==> config.mk <==
export PLATFORM = sky130hd
export DESIGN_NAME = hyp_entry_ctrl
export DESIGN_NICKNAME = d
export VERILOG_FILES = /design/src/rtl/hyp_entry_pkg.sv /design/src/rtl/hyp_vec_sel.sv /design/src/rtl/hyp_mask_gen.sv /design/src/rtl/hyp_entry_ctrl.sv
export SDC_FILE = /design/constraint.sdc
export NUM_CORES = 1
export LEC_CHECK = 0
export BUFFER_PORTS_ARGS = -buffer_cell sky130_fd_sc_hd__buf_2
export CORE_AREA = 2 2 166 168
export CTS_CLUSTER_DIAMETER = 50
export DETAILED_ROUTE_END_ITERATION = 10
export DIE_AREA = 0 0 168 170
export PLACE_DENSITY = 0.71
export SLEW_MARGIN = 30
export SYNTH_ARGS = -nofsm -noshare
export SYNTH_HDL_FRONTEND = slang
export SYNTH_HIERARCHICAL = 1
export SYNTH_SLANG_ARGS = --single-unit
==> constraint.sdc <==
create_clock -name clk -period 1.5 [get_ports clk]
set_input_delay 0.225 -clock clk [delete_from_list [all_inputs] [get_ports clk]]
set_output_delay 0.225 -clock clk [all_outputs]
set_load 0.05 [all_outputs]
==> src/rtl/hyp_entry_pkg.sv <==
package hyp_entry_pkg;
    localparam int TYPE_W   = 4;
    localparam int MODE_W   = 5;
    localparam logic [MODE_W-1:0] HYP_MODE = 5'h1A;
    localparam int BIT_F    = 6;   // FIQ mask; IRQ and abort masks sit just above
    localparam int NUM_MASK = 3;

    typedef enum logic [TYPE_W-1:0] {
        EXC_UNDEF = 4'd0,
        EXC_HVC   = 4'd1,
        EXC_PABT  = 4'd2,
        EXC_DABT  = 4'd3,
        EXC_SVC   = 4'd4,
        EXC_TRAP  = 4'd5,
        EXC_IRQ   = 4'd6,
        EXC_FIQ   = 4'd7,
        EXC_BKPT  = 4'd8
    } exc_type_e;
endpackage

==> src/rtl/hyp_vec_sel.sv <==
module hyp_vec_sel
    import hyp_entry_pkg::*;
#(
    parameter int OFF_W  = 5,
    parameter int EL_W   = 2,
    parameter int HYP_EL = 2
) (
    input  logic [TYPE_W-1:0] exc_type,
    input  logic [EL_W-1:0]   cur_el,
    output logic [OFF_W-1:0]  offset,
    output logic              known,
    output logic              cap_ifar,
    output logic              cap_dfar,
    output logic              cap_syn
);
    localparam logic [OFF_W-1:0] COMMON_OFF = OFF_W'(5'h14);

    logic [OFF_W-1:0] raw_off;

    always_comb begin
        raw_off  = '0;
        known    = 1'b1;
        cap_ifar = 1'b0;
        cap_dfar = 1'b0;
        cap_syn  = 1'b1;
        case (exc_type)
            EXC_UNDEF: raw_off = OFF_W'(5'h04);
            EXC_HVC:   raw_off = OFF_W'(5'h08);
            EXC_PABT,
            EXC_BKPT: begin
                raw_off  = OFF_W'(5'h0C);
                cap_ifar = 1'b1;
            end
            EXC_DABT: begin
                raw_off  = OFF_W'(5'h10);
                cap_dfar = 1'b1;
            end
            EXC_SVC,
            EXC_TRAP:  raw_off = COMMON_OFF;
            EXC_IRQ: begin
                raw_off = OFF_W'(5'h18);
                cap_syn = 1'b0;
            end
            EXC_FIQ: begin
                raw_off = OFF_W'(5'h1C);
                cap_syn = 1'b0;
            end
            default: begin
                known   = 1'b0;
                cap_syn = 1'b0;
            end
        endcase
    end

    always_comb begin
        if (cur_el != EL_W'(HYP_EL) && raw_off < COMMON_OFF)
            offset = COMMON_OFF;
        else
            offset = raw_off;
    end
endmodule

==> src/rtl/hyp_mask_gen.sv <==
module hyp_mask_gen
    import hyp_entry_pkg::*;
#(
    parameter int DW = 32
) (
    input  logic [DW-1:0] cur_status,
    input  logic          route_ea,
    input  logic          route_irq,
    input  logic          route_fiq,
    output logic [DW-1:0] next_status
);
    logic [NUM_MASK-1:0] route_vec;
    logic [NUM_MASK-1:0] mask_bits;

    assign route_vec = {route_ea, route_irq, route_fiq};

    for (genvar g = 0; g < NUM_MASK; g++) begin : g_mask
        assign mask_bits[g] = route_vec[g] ? cur_status[BIT_F+g] : 1'b1;
    end

    always_comb begin
        next_status = cur_status;
        next_status[BIT_F +: NUM_MASK] = mask_bits;
        next_status[MODE_W-1:0] = HYP_MODE;
    end
endmodule

==> src/rtl/hyp_entry_ctrl.sv <==
module hyp_entry_ctrl
    import hyp_entry_pkg::*;
#(
    parameter int DW      = 32,
    parameter int EL_W    = 2,
    parameter int HYP_EL  = 2,
    parameter int ALIGN_W = 5
) (
    input  logic                 clk,
    input  logic                 rst_n,
    input  logic                 req_valid,
    input  logic [TYPE_W-1:0]    req_type,
    input  logic [EL_W-1:0]      cur_el,
    input  logic [DW-1:0]        cur_status,
    input  logic [DW-1:0]        pref_ret,
    input  logic [DW-1:0]        fault_va,
    input  logic [DW-1:0]        syndrome_in,
    input  logic                 route_ea,
    input  logic                 route_irq,
    input  logic                 route_fiq,
    input  logic                 vbar_we,
    input  logic [DW-1:0]        vbar_wdata,
    output logic                 entry_pulse,
    output logic                 err_pulse,
    output logic [DW-1:0]        target_pc,
    output logic [DW-1:0]        new_status,
    output logic [DW-1:0]        saved_status,
    output logic [DW-1:0]        ret_addr,
    output logic [DW-1:0]        ifar_q,
    output logic [DW-1:0]        dfar_q,
    output logic [DW-1:0]        hsr_q,
    output logic [DW-1:0]        vbar_q
);
    localparam int OFF_W = ALIGN_W;

    typedef struct packed {
        logic          entry;
        logic          err;
        logic [DW-1:0] pc;
        logic [DW-1:0] status;
        logic [DW-1:0] saved;
        logic [DW-1:0] elr;
        logic [DW-1:0] ifar;
        logic [DW-1:0] dfar;
        logic [DW-1:0] hsr;
        logic [DW-1:0] vbar;
    } state_t;

    state_t st_d, st_q;

    logic [OFF_W-1:0] vec_off;
    logic             type_known;
    logic             cap_ifar, cap_dfar, cap_syn;
    logic [DW-1:0]    status_entry;

    hyp_vec_sel #(.OFF_W(OFF_W), .EL_W(EL_W), .HYP_EL(HYP_EL)) u_vec (
        .exc_type (req_type),
        .cur_el   (cur_el),
        .offset   (vec_off),
        .known    (type_known),
        .cap_ifar (cap_ifar),
        .cap_dfar (cap_dfar),
        .cap_syn  (cap_syn)
    );

    hyp_mask_gen #(.DW(DW)) u_mask (
        .cur_status  (cur_status),
        .route_ea    (route_ea),
        .route_irq   (route_irq),
        .route_fiq   (route_fiq),
        .next_status (status_entry)
    );

    always_comb begin
        st_d       = st_q;
        st_d.entry = 1'b0;
        st_d.err   = 1'b0;
        if (req_valid) begin
            if (type_known) begin
                st_d.entry  = 1'b1;
                st_d.pc     = st_q.vbar + DW'(vec_off);
                st_d.status = status_entry;
                st_d.saved  = cur_status;
                st_d.elr    = pref_ret;
                if (cap_ifar) st_d.ifar = fault_va;
                if (cap_dfar) st_d.dfar = fault_va;
                if (cap_syn)  st_d.hsr  = syndrome_in;
            end else begin
                st_d.err = 1'b1;
            end
        end
        if (vbar_we)
            st_d.vbar = {vbar_wdata[DW-1:ALIGN_W], {ALIGN_W{1'b0}}};
    end

    always_ff @(posedge clk) begin
        if (!rst_n) st_q <= '0;
        else        st_q <= st_d;
    end

    assign entry_pulse  = st_q.entry;
    assign err_pulse    = st_q.err;
    assign target_pc    = st_q.pc;
    assign new_status   = st_q.status;
    assign saved_status = st_q.saved;
    assign ret_addr     = st_q.elr;
    assign ifar_q       = st_q.ifar;
    assign dfar_q       = st_q.dfar;
    assign hsr_q        = st_q.hsr;
    assign vbar_q       = st_q.vbar;

    // Entry and error strobes never coincide.
    assert_pulse_excl_R10: assert property (@(posedge clk) disable iff (!rst_n)
        !(entry_pulse && err_pulse));

    // Rejected request leaves the architectural registers untouched.
    assert_err_no_state_R10: assert property (@(posedge clk) disable iff (!rst_n)
        err_pulse |-> ($stable(ifar_q) && $stable(dfar_q) && $stable(hsr_q)
                       && $stable(saved_status) && $stable(target_pc)));

    // Entry PC lies in the block based on the vector base seen at request time.
    assert_pc_base_R5: assert property (@(posedge clk) disable iff (!rst_n)
        entry_pulse |-> target_pc[DW-1:ALIGN_W] == $past(vbar_q[DW-1:ALIGN_W]));

    // Entries from lower levels never land below the common offset.
    assert_low_level_floor_R4: assert property (@(posedge clk) disable iff (!rst_n)
        (entry_pulse && $past(cur_el) != EL_W'(HYP_EL))
            |-> target_pc[ALIGN_W-1:0] >= ALIGN_W'(5'h14));

    // Mode field reports hypervisor after every entry.
    assert_mode_hyp_R9: assert property (@(posedge clk) disable iff (!rst_n)
        entry_pulse |-> new_status[MODE_W-1:0] == HYP_MODE);

    // Interrupts do not touch the syndrome register.
    assert_irq_keeps_syn_R7: assert property (@(posedge clk) disable iff (!rst_n)
        (entry_pulse && ($past(req_type) == EXC_IRQ || $past(req_type) == EXC_FIQ))
            |-> $stable(hsr_q));

    // Vector base stays 32-byte aligned.
    assert_vbar_aligned_R11: assert property (@(posedge clk) disable iff (!rst_n)
        $past(vbar_we) |-> vbar_q[ALIGN_W-1:0] == '0);
endmodule

==> impl_metrics.yaml <==
outcome:
  outcome: "complete, no violations"
cts:
  cts_tree: "done"
  cts.sinks: 253
  clkTransAtPathRegs_ns: 0.06
  clock_path_buffers: 3
  h-tree-depth: 1
  clkLatencyLatePin_ns: 0.54
  cts_resized: 0
  cts_inserted_buffers: 29
  cts-root-buf: "clkbuf_16"
final_layout:
  fillers: 2140
  nNetsFinal: 1828
  layout_common_cells: "buf_2, dfxtp_1, nand2_1"
  antenna_cells: 0
  syn2layout_area_growth_pct: 45.2
  layout_commonest_cell: "buf_2"
  drive_gt1_share_pct: 37.3
setup_path:
  slowest_delay_ns: 0.41
  cp-end-kind: "output pin"
  crit_family: "flip-flops"
  required_ns: 1.27
  cp.arrival_ns: 1.25
  path_buf_inv: 1
  cp_max_fo: 2
  worst_path_max_delay_cell: "dfxtp_1"
  cp-start-kind: "register"
  crit_path_cell_trace: "buf_2"
  worstSetupPathType: "reg2out"
die:
  io_pins: 431
  start_util_pct: 40.4
  dieWidth_um: 168
  core_area_um2: 26700
  die_h_um: 170
  die_area_um2: 28600
  rows: 60
logic_synthesis:
  synth-main-ff-cell: "dfxtp_1"
  synth_async_sr_flop_share_pct: 0
  yosysWarnings: 6
  yosys_register_bits: 253
  syn_inst: 1128
  synthDistinctLibCells: 29
  synth_edf_count: 0
  synth_seq_area_share_pct: 47.0
  syn_area_per_cell_um2: 9.56
  syn_area_um2: 10800
job:
  max_cap_viol_count: 0
pwr:
  p_total_uw: 17500
  switchingPower_uw: 4870
  clkPwrFrac_pct: 42.0
  sw_frac_of_total_pct: 27.8
  powerDensity_nw_per_um2: 1120
  intPower_uw: 12700
  power_frac_seq_pct: 40.7
  ir_worst_vdd_mv: 0.866
  comb_power_share_pct: 17.4
  p_leak_uw: 0.00738
global_route:
  grt_pass1_vias: 9886
  track_usage_pct: 21.6
  grt_start_max_net_pins: 63
  gr-total-overflow: 0
  grt_pass1_wl_um: 51000
  antenna_found_initial: 0
routing:
  drtPass1Iterations: 5
  remaining_drc_errors: 0
  wire_per_inst_um: 16.2
  finalWirelength_um: 32700
  drtIter0Drc: 587
  ant_nets: 0
  vias_per_cell: 4.99
  num_vias: 10100
sta:
  fmax_ghz: 0.677
  period_share_pct: 98.5
  slew_violations: 0
  setup_slack_ns: 0.0231
  skew_ns: 0.00240
  period_needed_ns: 1.48
  holdWs_ns: 0.0597
  setup_viol: 0
  rsz0062_at_grt: "no"
  hold_violations: 0
place:
  hpwl_um: 20800
  dp_slack_ns: -0.0576
  place.gp.congestion: 0.818
  io_buffers: 420
min_path:
  hold_path_class: "in2reg"
-- layout make-up --
cell class | instances | area (um2) | share of cell area, %
flip-flops and latches | 253 | 5060 | 32.4
well taps | 341 | 427 | 2.73
repair buffers | 634 | 4360 | 27.9
inverters | 2 | 10.0 | 0.0640
clock inverters | 12 | 179 | 1.14
clock buffers | 41 | 831 | 5.31
multi-input cells | 735 | 4770 | 30.5
-- routing by layer --
metal	share of wire [%]	GRT usage [%]	wire, um
met5	0	0	0
met1	39	24.6	12600
met2	49	37.6	15900
met4	3.7	9.07	1220
met3	9.1	6.51	2980
-- path summary, 6_finish.rpt --
| kind | from | to | slack, ns | cells past startpoint |
|---|---|---|---|---|
| min | rst_n | hsr_q[29] | 0.06 | 3 |
| max | ret_addr[17] | ret_addr[17] | 0.02 | 1 |
| max reg2reg | ret_addr[17] | ret_addr[17] | 0.63 | 2 |
| min reg2reg | hsr_q[0] | hsr_q[0] | 0.45 | 2 |
-- registers in the layout (all words and copies together) (netlist names) --
signal        flops
vbar_q           27
new_status       32
err_pulse         1
ifar_q           32
hsr_q            32
target_pc        32
entry_pulse       1
ret_addr         32
saved_status     32
dfar_q           32
-- power groups by stage --
stage | Combinational (uW) | Clock [uW] | Sequential, uW
floorplan | 1060 | 0 | 8160
global placement | 2660 | 0 | 7250
detailed placement | 2680 | 0 | 7260
CTS | 3010 | 7500 | 7120
global route | 3230 | 7730 | 7150
finish | 3050 | 7350 | 7120
-- timing repair --
item                                   CTS  global route
setup endpoints to repair                0             0
hold buffers                           158             0
endpoints found under the hold margin  213             0
buffers inserted                         0             0
-- logic make-up (layout without fill, tap and decap cells) --
family / count (synthesis) / after routing / share of synthesized area [%]
xor gates and xnor gates: 1 / 1 / 0.0813
and+or+nand+nor: 334 / 334 / 13.7
other: 4 / 12 / 0.139
muxes: 124 / 124 / 11.5
AOI/OAI and AO/OA: 264 / 264 / 18.5
buffers and inverters: 148 / 689 / 9.07
DFF: 253 / 253 / 47.0
-- synthesized netlist by cell type, types with 2 or more instances --
cell type	count	share of area (%)
nor2_1	29	1.0
buf_4	46	3.2
inv_1	2	0.070
a21bo_1	40	3.7
dfxtp_1	253	47
nand3_1	128	5.9
and3_4	2	0.21
nand2_1	163	5.7
a32oi_1	2	0.16
buf_6	22	2.3
a21bo_2	88	8.2
nand2b_1	4	0.23
clkbuf_1	11	0.38
a21oi_1	124	5.8
conb_1	4	0.14
mux2i_1	124	12
a21oi_2	6	0.49
o21ai_1	3	0.14
buf_2	67	3.1
-- metrics by stage --
step / util [%] / std cells / TNS [ns] / area, um2
6_report: 58.7 / 2018 / 0 / 15600
5_1_grt: 58.7 / 2018 / 0 / 15600
4_1_cts: 58.7 / 2018 / 0 / 15600
3_5_place_dp: 49.0 / 1807 / -1.06 / 13100
3_3_place_gp: 49.0 / 1807 / 0 / 13100
2_1_floorplan: - / 1136 / 0 / 10800
No activity file was read; power rests on OpenSTA's default activity.
